`src/rtl/wmbuf_status_pkg.sv`:
```
package wmbuf_status_pkg;

  // Advance strobes from control to datapath
  typedef struct packed {
    logic wrAdv;
    logic rdAdv;
  } advStrobe_t;

  // Watermark code to entry threshold: 1, 2, 4 or 8
  function automatic logic [3:0] wmThreshold(input logic [1:0] code);
    return 4'b0001 << code;
  endfunction

endpackage

```
`src/rtl/wmbuf_flag_pipe.sv`:
```
module wmbuf_flag_pipe #(
  parameter int   LAT     = 3,
  parameter logic RST_VAL = 1'b0
) (
  input  logic clk,
  input  logic rstN,
  input  logic d,
  output logic q
);
  logic [LAT-1:0] stage;

  generate
    if (LAT == 1) begin : g_single
      always_ff @(posedge clk or negedge rstN) begin
        if (!rstN) stage <= RST_VAL;
        else       stage <= d;
      end
    end else begin : g_chain
      always_ff @(posedge clk or negedge rstN) begin
        if (!rstN) stage <= {LAT{RST_VAL}};
        else       stage <= {stage[LAT-2:0], d};
      end
    end
  endgenerate

  assign q = stage[LAT-1];
endmodule

```
`src/rtl/wmbuf_status_dp.sv`:
```
module wmbuf_status_dp
  import wmbuf_status_pkg::*;
#(
  parameter int  IN_DEPTH  = 16,
  parameter int  OUT_DEPTH = 16,
  parameter int  FLAG_LAT  = 3,
  localparam int IPW = $clog2(IN_DEPTH) + 1,
  localparam int OPW = $clog2(OUT_DEPTH) + 1
) (
  input  logic           clk,
  input  logic           rstN,
  input  advStrobe_t     strb,
  input  logic [IPW-1:0] inTail,
  input  logic [OPW-1:0] outHead,
  input  logic [1:0]     fullWm,
  input  logic [1:0]     emptyWm,
  output logic [IPW-1:0] wrPtr,
  output logic [OPW-1:0] rdPtr,
  output logic           noSpace,
  output logic           noData,
  output logic           inFull,
  output logic           outEmpty
);
  logic [IPW-1:0] usedCnt, freeCnt;
  logic [OPW-1:0] unreadCnt;
  logic           rawFull, rawEmpty;

  always_ff @(posedge clk or negedge rstN) begin
    if (!rstN) begin
      wrPtr <= '0;
      rdPtr <= '0;
    end else begin
      if (strb.wrAdv) wrPtr <= wrPtr + 1'b1;
      if (strb.rdAdv) rdPtr <= rdPtr + 1'b1;
    end
  end

  // Distances modulo twice the depth, wrap bit included
  always_comb begin
    usedCnt   = wrPtr - inTail;
    freeCnt   = IPW'(IN_DEPTH) - usedCnt;
    unreadCnt = outHead - rdPtr;
    noSpace   = (freeCnt == '0);
    noData    = (unreadCnt == '0);
    rawFull   = 32'(freeCnt) < 32'(wmThreshold(fullWm));
    rawEmpty  = 32'(unreadCnt) < 32'(wmThreshold(emptyWm));
  end

  wmbuf_flag_pipe #(.LAT(FLAG_LAT), .RST_VAL(1'b0)) u_fullPipe (
    .clk(clk), .rstN(rstN), .d(rawFull), .q(inFull)
  );

  wmbuf_flag_pipe #(.LAT(FLAG_LAT), .RST_VAL(1'b1)) u_emptyPipe (
    .clk(clk), .rstN(rstN), .d(rawEmpty), .q(outEmpty)
  );
endmodule

```
`src/rtl/wmbuf_status_ctrl.sv`:
```
module wmbuf_status_ctrl
  import wmbuf_status_pkg::*;
(
  input  logic       clk,
  input  logic       rstN,
  input  logic       hostWr,
  input  logic       hostRd,
  input  logic       noSpace,
  input  logic       noData,
  input  logic       satEvent,
  input  logic       inFull,
  input  logic       outEmpty,
  input  logic       wrIntEn,
  input  logic       rdIntEn,
  input  logic       wrDmaEn,
  input  logic       rdDmaEn,
  input  logic       ovflIntEn,
  input  logic       unflIntEn,
  input  logic       satIntEn,
  output advStrobe_t strb,
  output logic       ovflFlag,
  output logic       unflFlag,
  output logic       satFlag,
  output logic       irq,
  output logic       dmaWrReq,
  output logic       dmaRdReq
);
  always_comb begin
    strb.wrAdv = hostWr && !noSpace;
    strb.rdAdv = hostRd && !noData;
  end

  // Sticky error flags, cleared only by unit reset
  always_ff @(posedge clk or negedge rstN) begin
    if (!rstN) begin
      ovflFlag <= 1'b0;
      unflFlag <= 1'b0;
      satFlag  <= 1'b0;
    end else begin
      if (hostWr && noSpace) ovflFlag <= 1'b1;
      if (hostRd && noData)  unflFlag <= 1'b1;
      if (satEvent)          satFlag  <= 1'b1;
    end
  end

  always_comb begin
    dmaWrReq = wrDmaEn && !inFull;
    dmaRdReq = rdDmaEn && !outEmpty;
    irq = (wrIntEn && !inFull) || (rdIntEn && !outEmpty) ||
          (ovflIntEn && ovflFlag) || (unflIntEn && unflFlag) ||
          (satIntEn && satFlag);
  end
endmodule

```
`src/rtl/wmbuf_status.sv`:
```
module wmbuf_status
  import wmbuf_status_pkg::*;
#(
  parameter int  IN_DEPTH  = 16,
  parameter int  OUT_DEPTH = 16,
  parameter int  FLAG_LAT  = 3,
  localparam int IPW = $clog2(IN_DEPTH) + 1,
  localparam int OPW = $clog2(OUT_DEPTH) + 1
) (
  input  logic           clk,
  input  logic           rstN,
  input  logic           hostWr,
  input  logic           hostRd,
  input  logic [IPW-1:0] inTail,
  input  logic [OPW-1:0] outHead,
  input  logic [1:0]     fullWm,
  input  logic [1:0]     emptyWm,
  input  logic           wrIntEn,
  input  logic           rdIntEn,
  input  logic           wrDmaEn,
  input  logic           rdDmaEn,
  input  logic           ovflIntEn,
  input  logic           unflIntEn,
  input  logic           satIntEn,
  input  logic           satEvent,
  output logic           wrAccept,
  output logic           rdAccept,
  output logic [IPW-1:0] wrPtr,
  output logic [OPW-1:0] rdPtr,
  output logic           inFull,
  output logic           outEmpty,
  output logic           ovflFlag,
  output logic           unflFlag,
  output logic           satFlag,
  output logic           irq,
  output logic           dmaWrReq,
  output logic           dmaRdReq
);
  advStrobe_t strb;
  logic       noSpace, noData;

  wmbuf_status_ctrl u_ctrl (
    .clk(clk), .rstN(rstN), .hostWr(hostWr), .hostRd(hostRd),
    .noSpace(noSpace), .noData(noData), .satEvent(satEvent),
    .inFull(inFull), .outEmpty(outEmpty),
    .wrIntEn(wrIntEn), .rdIntEn(rdIntEn), .wrDmaEn(wrDmaEn), .rdDmaEn(rdDmaEn),
    .ovflIntEn(ovflIntEn), .unflIntEn(unflIntEn), .satIntEn(satIntEn),
    .strb(strb), .ovflFlag(ovflFlag), .unflFlag(unflFlag), .satFlag(satFlag),
    .irq(irq), .dmaWrReq(dmaWrReq), .dmaRdReq(dmaRdReq)
  );

  wmbuf_status_dp #(.IN_DEPTH(IN_DEPTH), .OUT_DEPTH(OUT_DEPTH), .FLAG_LAT(FLAG_LAT)) u_dp (
    .clk(clk), .rstN(rstN), .strb(strb), .inTail(inTail), .outHead(outHead),
    .fullWm(fullWm), .emptyWm(emptyWm), .wrPtr(wrPtr), .rdPtr(rdPtr),
    .noSpace(noSpace), .noData(noData), .inFull(inFull), .outEmpty(outEmpty)
  );

  assign wrAccept = strb.wrAdv;
  assign rdAccept = strb.rdAdv;
endmodule

```
`config.mk`:
```
export PLATFORM = sky130hd
export DESIGN_NAME = wmbuf_status
export DESIGN_NICKNAME = d
export VERILOG_FILES = /design/src/rtl/wmbuf_status_pkg.sv /design/src/rtl/wmbuf_flag_pipe.sv /design/src/rtl/wmbuf_status_dp.sv /design/src/rtl/wmbuf_status_ctrl.sv /design/src/rtl/wmbuf_status.sv
export SDC_FILE = /design/constraint.sdc
export NUM_CORES = 1
export LEC_CHECK = 0
export ABC_CLOCK_PERIOD_IN_PS = 3500
export CAP_MARGIN = 20
export CORE_MARGIN = 4
export CORE_UTILIZATION = 47
export CTS_BUF_LIST = sky130_fd_sc_hd__clkbuf_8
export DETAILED_ROUTE_END_ITERATION = 6
export PLACE_DENSITY_LB_ADDON = 0.1
export SLEW_MARGIN = 20
export SYNTH_ARGS = -nofsm -noshare
export SYNTH_HDL_FRONTEND = slang
export SYNTH_SLANG_ARGS = --single-unit
```
`constraint.sdc`:
```
create_clock -name clk -period 3.5 [get_ports clk]
set_input_delay 0.525 -clock clk [delete_from_list [all_inputs] [get_ports clk]]
set_output_delay 0.525 -clock clk [all_outputs]
set_load 0.02 [all_outputs]
```
==> impl_metrics.tcl <==
set metrics [dict create \
    rsz0062_at_grt "false" \
    max_slew_margin_pct 45.6 \
    worstPathMaxFanout 3 \
    hold_path_class "reg -> reg" \
    via_per_inst 5.00 \
    grt_pass1_vias 996 \
    synth.distinct_cells 34 \
    worst_ir_drop_vdd_v 0.000627 \
    cp_cell_sequence "clkdlybuf4s50_1 -> inv_1 -> ha_1 -> inv_1 -> ha_1 -> inv_1 -> fa_1 -> xnor2_1 -> or3_1 -> o21ai_2 -> inv_1 -> clkbuf_2" \
    synth_compound_area_share_pct 10.7 \
    clkSlewWorstSetupHoldPaths_ns 0.06 \
    ios 46 \
    antenna_found_initial 0 \
    routed-via-count 1084 \
    clk_latency_ns 0.25 \
    switching_share_pct 41.6 \
    setup_viol 0 \
    track_usage_pct 14.7 \
    p_leak_nw 0.896 \
    synthAdderAreaFrac_pct 20.9 \
    final-hold-violation-count 0 \
    slew_violations 0 \
    critical_path_class "in -> out" \
    hold_buffers 0 \
    post-dp-hpwl_mm 2.32 \
    grt_overflow 0 \
    gp_congestion 0.758 \
    port_buffers 45 \
    cp-end-kind "primary output" \
    htree_levels 1 \
    dieWidth_um 61.2 \
    fillCellCount 220 \
    drive_above_1_share_pct 10.2 \
    initial_core_util_pct 48.6 \
    synth_area_leaders "dfrtp_1 30%, ha_1 18%, xnor2_1 6.6%" \
    drt-wirelength-per-cell_um 12.1 \
    synth_xor_area_share_pct 10.3 \
    crit_arrival_ns 2.75 \
    whs_ns 0.349 \
    grt_pass1_wl_mm 4.20 \
    synth_warnings 0 \
    num_rows 19 \
    drc 0 \
    cts_tree "done" \
    min_period_ns 3.27 \
    syn_inst 130 \
    synth_top_area_share_pct 30.1 \
    die_y_um 61.2 \
    p_switching_mw 0.708 \
    syn_nets 177 \
    internal_power_mw 0.994 \
    cpMostUsedCell "inv_1" \
    area_delta_synth_final_pct 43.9 \
    cp.buffers_inverters 6 \
    cts_buffers 3 \
    clock-sinks 19 \
    crit_family "buffers and inverters" \
    synth_top_cell_by_area "dfrtp_1" \
    powerDensity_mw_per_mm2 889 \
    status "complete, no violations" \
    synth_top_family_by_area "adder cells" \
    worstPathRequired_ns 2.97 \
    fin_setup_tns_ns 0 \
    totalWireLength_mm 2.64 \
    grt_max_degree 20 \
    fin_nets 234 \
    ys_seq_area_share_pct 36.0 \
    drtPass1Iterations 4 \
    seq_power_share_pct 24.9 \
    diodes 0 \
    cap_violations 0 \
    fin_worst_skew_ns 0.00466 \
    final_cell_mix "43 x clkdlybuf4s50_1, 20 x inv_1, 19 x ha_1" \
    ant_nets 0 \
    final_common_cell "clkdlybuf4s50_1" \
    worstMarginPinSlew_ns 0.814 \
    total_power_mw 1.70 \
    root_buffer "clkbuf_8" \
    critPathMaxStageDelay_ns 0.45 \
    cts_setup_buffers 0 \
    synthSimpleGateAreaFrac_pct 15.1 \
    core_mm2 0.00273 \
    slowest_stage "clkdlybuf4s50_1" \
    drtIter0Drc 16 \
    p_comb_share_pct 66.8 \
    synth-seq-cells 19 \
    syn_area_mm2 0.00133 \
    dieArea_mm2 0.00374 \
    cts_buffer_depth 2 \
    clkPwrFrac_pct 8.3 \
    fin_crit_sh_pct 93.5 \
    start_kind "primary input" \
    syn_area_per_cell_um2 10.2 \
    max_freq_mhz 305 \
    synthMuxAreaShare_pct 1.69 \
]
[per-stage QoR]
stage	instance area, µm²	util, %	setup WS (ns)	cells
4_1_cts	1920	70.1	0.0264	217
3_3_place_gp	1870	68.5	-0.0755	213
5_1_grt	1910	70.0	0.111	217
2_1_floorplan	1330	-	0.764	130
6_report	1910	70.0	0.226	217
3_5_place_dp	1870	68.5	-0.170	213
[cell type report]
type | instances | area, µm² | area share [%]
well taps | 31 | 38.8 | 2.03
inverters | 19 | 71.3 | 3.73
flip-flops and latches | 19 | 479 | 25.0
multi-input cells | 92 | 779 | 40.7
repair buffers | 52 | 500 | 26.1
clock buffers | 3 | 41.3 | 2.16
clock inverters | 1 | 3.75 | 0.196
[routing by layer]
| layer | GRT usage, % | share of wire, % |
|---|---|---|
| met3 | 2.52 | 8.2 |
| met4 | 4.64 | 0.80 |
| met1 | 18.9 | 43 |
| met2 | 25.2 | 48 |
| met5 | 0 | 0 |
[state kept, by name, summed over array words and instances, names as in the netlist]
register,flops
u_ctrl.satFlag,1
u_ctrl.unflFlag,1
u_dp.wrPtr,5
u_dp.u_emptyPipe.stage,3
u_dp.rdPtr,5
u_ctrl.ovflFlag,1
u_dp.u_fullPipe.stage,3
[kinds of logic (layout without fill, tap and decap cells)]
logic type      Yosys count  after routing
buf+inv                  19             75
simple gates             36             36
compound gates           19             19
mux                       2              2
xor+xnor                 14             14
fa+ha+maj                21             21
flops                    19             19
[Yosys cell counts]
library cell / instances
a21o_1: 2
a22oi_1: 1
nand2b_1: 8
nand3b_1: 1
a211oi_1: 2
xor2_1: 3
inv_1: 19
mux2_2: 1
nand2_1: 5
o21ai_2: 1
a21boi_1: 1
o31ai_2: 1
and3_1: 3
mux2_1: 1
o311ai_0: 3
a21oi_1: 3
a21boi_0: 2
nand3_1: 2
dfrtp_1: 16
or2_2: 1
dfstp_2: 3
or2_1: 1
ha_1: 19
xnor3_1: 1
a222oi_1: 1
or3_1: 1
nor3b_1: 2
nor2_1: 7
o21ai_0: 2
nor4_2: 1
xnor2_1: 10
nor2b_1: 2
nor3_1: 2
fa_1: 2
[repair_timing]
| action | CTS | global route |
|---|---|---|
| resized for setup | 1 | 3 |
| pin swaps | 0 | 0 |
| setup endpoints to repair | 1 | 2 |
[power groups by stage]
stage,sequential [mW],combinational (mW),clock (mW)
final,0.424,1.14,0.141
after global routing,0.444,1.28,0.157
after detailed placement,0.433,1.16,0
after global placement,0.427,1.11,0
after floorplan,0.511,0.611,0
after CTS,0.428,1.16,0.148
[worst paths after layout]
kind                            cells past startpoint  slack (ns)                        to                      from
worst max-delay path                               12        0.23                  wrAccept                 inTail[0]
worst min-delay path                                0        0.35  u_dp.u_fullPipe.stage[1]  u_dp.u_fullPipe.stage[0]
worst max register to register                     10        0.89             u_dp.wrPtr[1]             u_dp.wrPtr[1]
worst min register to register                      0        0.35  u_dp.u_fullPipe.stage[1]  u_dp.u_fullPipe.stage[0]
max in group asynchronous                           1        2.24  u_dp.u_fullPipe.stage[2]                      rstN
min in group asynchronous                           1        0.75             u_dp.rdPtr[3]                      rstN
[worst register-to-register path, stage by stage (launching register included)]
cell	delay [ns]
dfrtp_1	0.41
inv_1	0.06
ha_1	0.28
ha_1	0.17
inv_1	0.06
fa_1	0.38
xnor2_1	0.15
or3_1	0.38
o21ai_2	0.16
buf_4	0.14
mux2_1	0.30
No activity file was read; power rests on OpenSTA's default activity.
